<file path="config.mk">
export PLATFORM = sky130hd
export DESIGN_NAME = split_delay_line
export DESIGN_NICKNAME = d
export VERILOG_FILES = /design/src/rtl/sdl_pkg.sv /design/src/rtl/sdl_ctrl_regs.sv /design/src/rtl/sdl_tap_select.sv /design/src/rtl/sdl_delay_lane.sv /design/src/rtl/split_delay_line.sv
export SDC_FILE = /design/constraint.sdc
export NUM_CORES = 1
export LEC_CHECK = 0
export ABC_AREA = 1
export CAP_MARGIN = 10
export CORE_MARGIN = 4
export CORE_UTILIZATION = 34
export CTS_CLUSTER_DIAMETER = 60
export DETAILED_ROUTE_END_ITERATION = 8
export PLACE_DENSITY = 0.56
export REMOVE_ABC_BUFFERS = 1
export SYNTH_ARGS = -nofsm -noshare
export SYNTH_HDL_FRONTEND = slang
export SYNTH_SLANG_ARGS = --single-unit
</file>
<file path="constraint.sdc">
create_clock -name clk -period 2.3 [get_ports clk]
set_clock_uncertainty 0.15 [all_clocks]
set_input_delay 0.46 -clock clk [delete_from_list [all_inputs] [get_ports clk]]
set_output_delay 0.46 -clock clk [all_outputs]
set_load 0.02 [all_outputs]
</file>
<file path="src/rtl/sdl_pkg.sv">
package sdl_pkg;

    // Width of the length code and the number of selectable taps.
    localparam int CODE_W     = 4;
    localparam int TAPS       = 1 << CODE_W;
    // Stages in front of the first tap: the input register and one more.
    localparam int PRE_TAP    = 2;
    // The output register adds the last stage of every path.
    localparam int MIN_STAGES = PRE_TAP + 1;
    localparam int MAX_STAGES = MIN_STAGES + TAPS - 1;
    // Register stages per lane, not counting the output register.
    localparam int CHAIN_LEN  = PRE_TAP + TAPS - 1;

    typedef logic [CODE_W-1:0] len_code_t;

    typedef enum logic {
        MODE_UNIFORM = 1'b0,
        MODE_SPLIT   = 1'b1
    } lane_mode_t;

    typedef struct packed {
        lane_mode_t mode;
        len_code_t  code;
    } ctrl_t;

    // The tap code a lane uses: in split mode the top lane takes the longest tap.
    function automatic len_code_t lane_code(ctrl_t c, int lane, int lanes);
        if (c.mode == MODE_SPLIT && lane == lanes - 1)
            return '1;
        return c.code;
    endfunction

endpackage

</file>
<file path="src/rtl/sdl_ctrl_regs.sv">
module sdl_ctrl_regs
    import sdl_pkg::*;
(
    input  logic      clk,
    input  logic      rst,
    input  len_code_t len_in,
    input  logic      split_in,
    output ctrl_t     ctrl_q
);

    always_ff @(posedge clk) begin
        if (rst) begin
            ctrl_q <= '{mode: MODE_UNIFORM, code: '0};
        end else begin
            ctrl_q <= '{mode: lane_mode_t'(split_in), code: len_in};
        end
    end

endmodule

</file>
<file path="src/rtl/sdl_tap_select.sv">
module sdl_tap_select
    import sdl_pkg::*;
#(
    parameter int W = 4
) (
    input  logic [TAPS-1:0][W-1:0] taps,
    input  len_code_t              code,
    output logic [W-1:0]           pick
);

    logic [TAPS-1:0] hit;

    // The code is decoded to a one-hot vector; that vector gates an AND-OR tree.
    always_comb begin
        for (int j = 0; j < TAPS; j++) begin
            hit[j] = (code == len_code_t'(j));
        end
    end

    always_comb begin
        pick = '0;
        for (int j = 0; j < TAPS; j++) begin
            pick = pick | (taps[j] & {W{hit[j]}});
        end
    end

endmodule

</file>
<file path="src/rtl/sdl_delay_lane.sv">
module sdl_delay_lane
    import sdl_pkg::*;
#(
    parameter int W = 4
) (
    input  logic         clk,
    input  logic [W-1:0] d,
    input  len_code_t    code,
    output logic [W-1:0] q
);

    // stage[1] is the input register; stage[k] holds the sample taken k-1 edges ago.
    logic [CHAIN_LEN:1][W-1:0] stage;
    logic [TAPS-1:0][W-1:0]    taps;
    logic [W-1:0]              picked;

    always_ff @(posedge clk) begin
        stage <= {stage[CHAIN_LEN-1:1], d};
    end

    // Tap j reads stage j + PRE_TAP. With the output register this gives j + MIN_STAGES.
    always_comb begin
        for (int j = 0; j < TAPS; j++) begin
            taps[j] = stage[j + PRE_TAP];
        end
    end

    sdl_tap_select #(.W(W)) u_sel (
        .taps (taps),
        .code (code),
        .pick (picked)
    );

    always_ff @(posedge clk) begin
        q <= picked;
    end

endmodule

</file>
<file path="src/rtl/split_delay_line.sv">
module split_delay_line
    import sdl_pkg::*;
#(
    parameter  int LANE_W = 4,
    parameter  int LANES  = 2,
    localparam int DATA_W = LANE_W * LANES
) (
    input  logic              clk,
    input  logic              rst,
    input  logic [DATA_W-1:0] din,
    input  logic [CODE_W-1:0] len_sel,
    input  logic              split_en,
    output logic [DATA_W-1:0] dout
);

    localparam int UP_LO = (LANES - 1) * LANE_W;

    ctrl_t ctrl_q;

    sdl_ctrl_regs u_ctrl (
        .clk      (clk),
        .rst      (rst),
        .len_in   (len_sel),
        .split_in (split_en),
        .ctrl_q   (ctrl_q)
    );

    for (genvar i = 0; i < LANES; i++) begin : g_lane
        len_code_t code_i;
        assign code_i = lane_code(ctrl_q, i, LANES);

        sdl_delay_lane #(.W(LANE_W)) u_lane (
            .clk  (clk),
            .d    (din[i*LANE_W +: LANE_W]),
            .code (code_i),
            .q    (dout[i*LANE_W +: LANE_W])
        );
    end

    // Counts edges since reset so that the $past windows below only look at
    // history that is known. It saturates once the deepest window is covered.
    localparam int AGE_MAX = MAX_STAGES + 1;
    localparam int AGE_W   = $clog2(AGE_MAX + 1);
    localparam logic [AGE_W-1:0] AGE_TOP = AGE_W'(AGE_MAX);

    logic [AGE_W-1:0] age;

    always_ff @(posedge clk) begin
        if (rst) begin
            age <= '0;
        end else if (age != AGE_TOP) begin
            age <= age + 1'b1;
        end
    end

    AST_MIN_DELAY: assert property (@(posedge clk) disable iff (rst)
        (age == AGE_TOP && $past(ctrl_q.code) == '0 && $past(ctrl_q.mode) == MODE_UNIFORM)
        |-> dout == $past(din, MIN_STAGES))
        else $error("shortest uniform delay broken");

    AST_MAX_DELAY: assert property (@(posedge clk) disable iff (rst)
        (age == AGE_TOP && $past(ctrl_q.code) == '1)
        |-> dout == $past(din, MAX_STAGES))
        else $error("longest delay broken");

    AST_SPLIT_UPPER: assert property (@(posedge clk) disable iff (rst)
        (age == AGE_TOP && $past(ctrl_q.mode) == MODE_SPLIT)
        |-> dout[DATA_W-1:UP_LO] == $past(din[DATA_W-1:UP_LO], MAX_STAGES))
        else $error("upper lane not pinned in split mode");

    AST_SPLIT_LOWER_MIN: assert property (@(posedge clk) disable iff (rst)
        (age == AGE_TOP && $past(ctrl_q.mode) == MODE_SPLIT && $past(ctrl_q.code) == '0)
        |-> dout[LANE_W-1:0] == $past(din[LANE_W-1:0], MIN_STAGES))
        else $error("lower lane ignores code in split mode");

endmodule

</file>
* Word level (Yosys, flattened, before mapping) *
Cells that the tools add are included.
W data, S select, Z words.

storage, ports and cells
  register bits = 149
  input port bits = 15
  output and inout bits = 8
  word-level logic and storage cells = 135

operators by class
  equal/unequal tests = 30
  multiplexer cells = 3
  bitwise gates (word level) = 62
  reductions and logical operators = 2

operators with widths
  operator              count
  $and A4 B4 Y4         32
  $or A4 B4 Y4          30
  $eq A4 B4 Y1 const B  16
  $eq A4 B3 Y1 const B  8
  $eq A4 B2 Y1 const B  4
  $eq A4 B1 Y1 const B  2
  $logic_not A4 Y1      2
  $mux W4               2
  $mux W1               1

* Depth between registers and ports, before layout *
  word-level depth = 19
  gate-level depth with buffers = 9
  mapped depth without buffers = 9

* By module *
From an unflattened synthesis, not the netlist that was laid out.

second synthesis, totals
  cell total of the unflattened synthesis = 480
  area total of the unflattened synthesis = 4,488.1 µm²

by module, submodules not included
  module            instances  cells each  area an instance (µm²)
  sdl_delay_lane    2          72          1,441.4
  sdl_tap_select    2          156         716.9
  sdl_ctrl_regs     1          15          137.6
  split_delay_line  1          9           33.8

* Worst setup path before layout *
OpenSTA, ideal clock, no wires.

  kind = register to register
  start point = register, netlist name u_ctrl.ctrl_q[0]
  end point = register g_lane[1].u_lane.q[0]
  arrival time = 1.129 ns
  required time = 2.092 ns
  slack = 0.963 ns
  stages on the path, launching flop included = 10
  path buffers = 0
  path through = dfxtp_1 > inv_1 > nand2_1 > nor2_1 > nand3_1 > nand2_1 > nor2_1 > nand2_1 > inv_1 > nand2_1

between the ends
  longest elaborated chain between the ends = 18

RTL lines
  what                                              RTL line              RTL
  $mux W4 (*)                                       sdl_pkg.sv:30         return c.code;
  $eq A4 B1 Y1 or $logic_not A4 Y1 (tied branches)  sdl_tap_select.sv:16  hit[j] = (code == len_code_t'(j));
  $and A4 B4 Y4                                     sdl_tap_select.sv:23  pick = pick | (taps[j] & {W{hit[j]}});
  $or A4 B4 Y4 (14 in series)                       sdl_tap_select.sv:23
  $or A4 B4 Y4 (*)                                  sdl_tap_select.sv:23
  via g_lane[1].u_lane.picked[0]                    sdl_delay_lane.sv:15  logic [W-1:0] picked;
  to (signal assigned)                              sdl_delay_lane.sv:35  q <= picked;
  to (decl)                                         sdl_delay_lane.sv:9   output logic [W-1:0] q

Mark *: on every way through the listed nets, which the timed path passes. The rest lies on a longest branch.
A chain may end at the register's enable or synchronous reset.

* Worst setup path in the final report *
  start point = register g_lane[1].u_lane.q[3]
  end point = output port dout[7]

RTL lines
  what       RTL line                RTL
  to (decl)  split_delay_line.sv:13  output logic [DATA_W-1:0] dout

No word-level cell between the ends.

==> flow_metrics.env <==
export IMPL_tightest_slew_ps=672.1
export IMPL_viasPerCell=4.290
export IMPL_clockPowerShare_pct=48.0
export IMPL_yosys_register_bits=149
export IMPL_cp_required_ps=1690
export IMPL_clockBufferDepth=2
export IMPL_clock_fmax_ghz=0.5043
export IMPL_wirelength_um=8595
export IMPL_setup_viol=0
export IMPL_crit_path_start="g_lane[1].u_lane.q[3]"
export IMPL_hold_buffers=0
export IMPL_wl_per_cell_um=12.40
export IMPL_tns_ps=0
export IMPL_synth_top_family_by_area="simple AND/OR/NAND/NOR gates"
export IMPL_cts_tree="yes"
export IMPL_synthAdderAreaFrac_pct=0
export IMPL_drc_errors=0
export IMPL_placed_cells=661
export IMPL_intPower_w=0.004654
export IMPL_port_buffers=22
export IMPL_post_cts_resized=0
export IMPL_r2r_cells=8
export IMPL_fin_nets=527
export IMPL_end_kind="output pin"
export IMPL_antenna_found_initial=0
export IMPL_instances_no_fill=693
export IMPL_dieArea_um2=14560
export IMPL_power_density_nw_per_um2=1097
export IMPL_crit_chain="clkdlybuf4s50_1"
export IMPL_min_period_ps=1983
export IMPL_rows=40
export IMPL_p_comb_share_pct=4.3
export IMPL_worst_setup_path_type="flop to output pin"
export IMPL_area_delta_synth_final_pct=24.30
export IMPL_finalHoldViolations=0
export IMPL_crit_arrival_ps=1370
export IMPL_critical_path_peak_fanout=1
export IMPL_grt_max_degree=32
export IMPL_cap_viol_max_count=0
export IMPL_grt_usage_pct=12.98
export IMPL_place_gp_congestion=0.8530
export IMPL_hold_class="flop to flop"
export IMPL_clock_latency_ps=410
export IMPL_relSlewSlack_pct=55.03
export IMPL_setup_ws_ps=317.2
export IMPL_preCtsSetupSlack_ps=522.2
export IMPL_clock_sinks=149
export IMPL_dp_hpwl_um=5995
export IMPL_r2r_end="g_lane[1].u_lane.q[2]"
export IMPL_leakagePower_nw=2.502
export IMPL_status="finished, final reports clean"
export IMPL_cpLargestDelayFamily="buffers and inverters"
export IMPL_sw_frac_of_total_pct=20.93
export IMPL_critPathMaxStageDelay_ps=620
export IMPL_cp_num_buf_inv=1
export IMPL_vias=2973
export IMPL_critPathLaunchType="flop"
export IMPL_numCtsBuffers=17
export IMPL_power_switching_w=0.001232
export IMPL_n_antenna_cell=0
export IMPL_slew_viol_final=0
export IMPL_rsz0062_at_grt="false"
export IMPL_syn_avg_cell_area_um2=9.201
export IMPL_muxShareOfSynthArea_pct=0
export IMPL_io_pins=23
export IMPL_p_seq_share_pct=47.7
export IMPL_cts_root_buf="clkbuf_16"
export IMPL_synth_cell_types=11
export IMPL_irDropWorstVdd_uv=395.2
export IMPL_grt_pass1_vias=2861
export IMPL_postCtsSetupBuffers=0
export IMPL_syn_area_um2=4315
export IMPL_core_um2=12210
export IMPL_fin_crit_sh_pct=86.21
export IMPL_ant_nets=0
export IMPL_grt_pass1_wl_um=14370
export IMPL_grt_remaining_overflow=0
export IMPL_htreeDepth=4
export IMPL_die_y_um=120.7
export IMPL_ys_seq_area_share_pct=69.12
export IMPL_synthSimpleGateAreaFrac_pct=25.98
export IMPL_synthCells=469
export IMPL_synth_xor_area_share_pct=0
export IMPL_r2r_slack_ps=530
export IMPL_die_width_um=120.7
export IMPL_start_util_pct=35.34
export IMPL_yosys_warnings=0
export IMPL_cp_depth=1
export IMPL_clk_transition_reported_paths_ps=60
export IMPL_final_layout_size_suffix_gt1_share_pct=7.429
export IMPL_cp_slowest_cell="clkdlybuf4s50_1"
export IMPL_firstDrtPassIters=4
export IMPL_cp_endpoint="dout[7]"
export IMPL_drt_iter0_drc=126
export IMPL_r2r_start="u_ctrl.ctrl_q[0]"
export IMPL_synth_compound_area_share_pct=0
## metal layers
metal | up-vias | track usage [%] | part of all wire (%)
met5 | - | 0 | 0
met2 | 59 | 19.32 | 45
met1 | 1343 | 17.27 | 49
met4 | 0 | 6.232 | 1.9
met3 | 16 | 3.789 | 3.9
li1 | 1555 | - | -
## worst min path at each step
stage                              start                        end  cells after the start
3_5_place_dp   g_lane[0].u_lane.stage[1]  g_lane[0].u_lane.stage[5]                      0
3_3_place_gp   g_lane[0].u_lane.stage[0]  g_lane[0].u_lane.stage[4]                      0
5_1_grt        g_lane[0].u_lane.stage[1]  g_lane[0].u_lane.stage[5]                      0
6_report       g_lane[0].u_lane.stage[1]  g_lane[0].u_lane.stage[5]                      0
2_1_floorplan  g_lane[0].u_lane.stage[0]  g_lane[0].u_lane.stage[4]                      0
4_1_cts        g_lane[0].u_lane.stage[1]  g_lane[0].u_lane.stage[5]                      0
## logic make-up after synthesis
logic type | Yosys count
buf+inv | 48
flops | 149
simple gates | 272
## state kept, by name, indices dropped and copies added (netlist names)
signal,flops
g_lane.u_lane.stage,136
g_lane.u_lane.q,8
u_ctrl.ctrl_q,5
## layout by cell type (no fill, tap or decap)
cell type,n
dfxtp_1,149
nand2_1,127
nor2_1,88
inv_1,42
nand3_1,34
nand4_1,22
clkdlybuf4s50_1,22
clkbuf_16,17
buf_4,7
clkinvlp_4,4
bufinv_16,4
clkinv_2,3
clkbuf_1,2
clkinv_4,2
inv_2,1
nor2_2,1
## through the flow
step / hold slack [ps] / util (%) / instance area, um^2 / total power, W
6_report: 175.9 / 43.92 / 5364 / 0.005887
3_5_place_dp: 162.1 / 38.88 / 4748 / 0.003120
4_1_cts: 176.5 / 43.92 / 5364 / 0.005943
2_1_floorplan: 159.6 / - / 4265 / 0.002982
3_3_place_gp: 160.3 / 38.88 / 4748 / 0.003114
5_1_grt: 179.9 / 43.92 / 5364 / 0.006108
## power by group through the flow
stage | logic, W | clock network, W | registers (W)
2_1_floorplan | 0.000109 | 0 | 0.00287
3_3_place_gp | 0.000254 | 0 | 0.00286
3_5_place_dp | 0.000256 | 0 | 0.00286
4_1_cts | 0.000258 | 0.00288 | 0.00281
5_1_grt | 0.000284 | 0.00300 | 0.00283
6_report | 0.000255 | 0.00282 | 0.00281
## cell usage after synthesis
cell type / number / area (um^2)
inv_1: 42 / 157.7
inv_2: 1 / 3.750
nand2_1: 127 / 476.7
nand3_1: 34 / 170.2
buf_1: 1 / 3.750
nand4_1: 22 / 137.6
buf_2: 1 / 5.000
dfxtp_1: 149 / 2983
nor2_1: 88 / 330.3
clkbuf_8: 3 / 41.29
nor2_2: 1 / 6.260
## worst reg2reg max path, cell delays in order, from the launching register on
cell and delay, ps:
dfxtp_1 400, nand2_1 150, nor2_1 560, nand3_1 140, nand2_1 110, nor2_1 40
nand2_1 60, inv_1 40, nand2_1 60
## cell type report
class,count,area [um^2]
clock inverters,13,182.7
clock buffers,19,432.9
repair buffers,29,272.8
fillers,1214,6848
well taps,168,210.2
multi-input cells,272,1121
inverters,43,161.4
flip-flops and latches,149,2983
No activity file was read; power rests on OpenSTA's default activity.
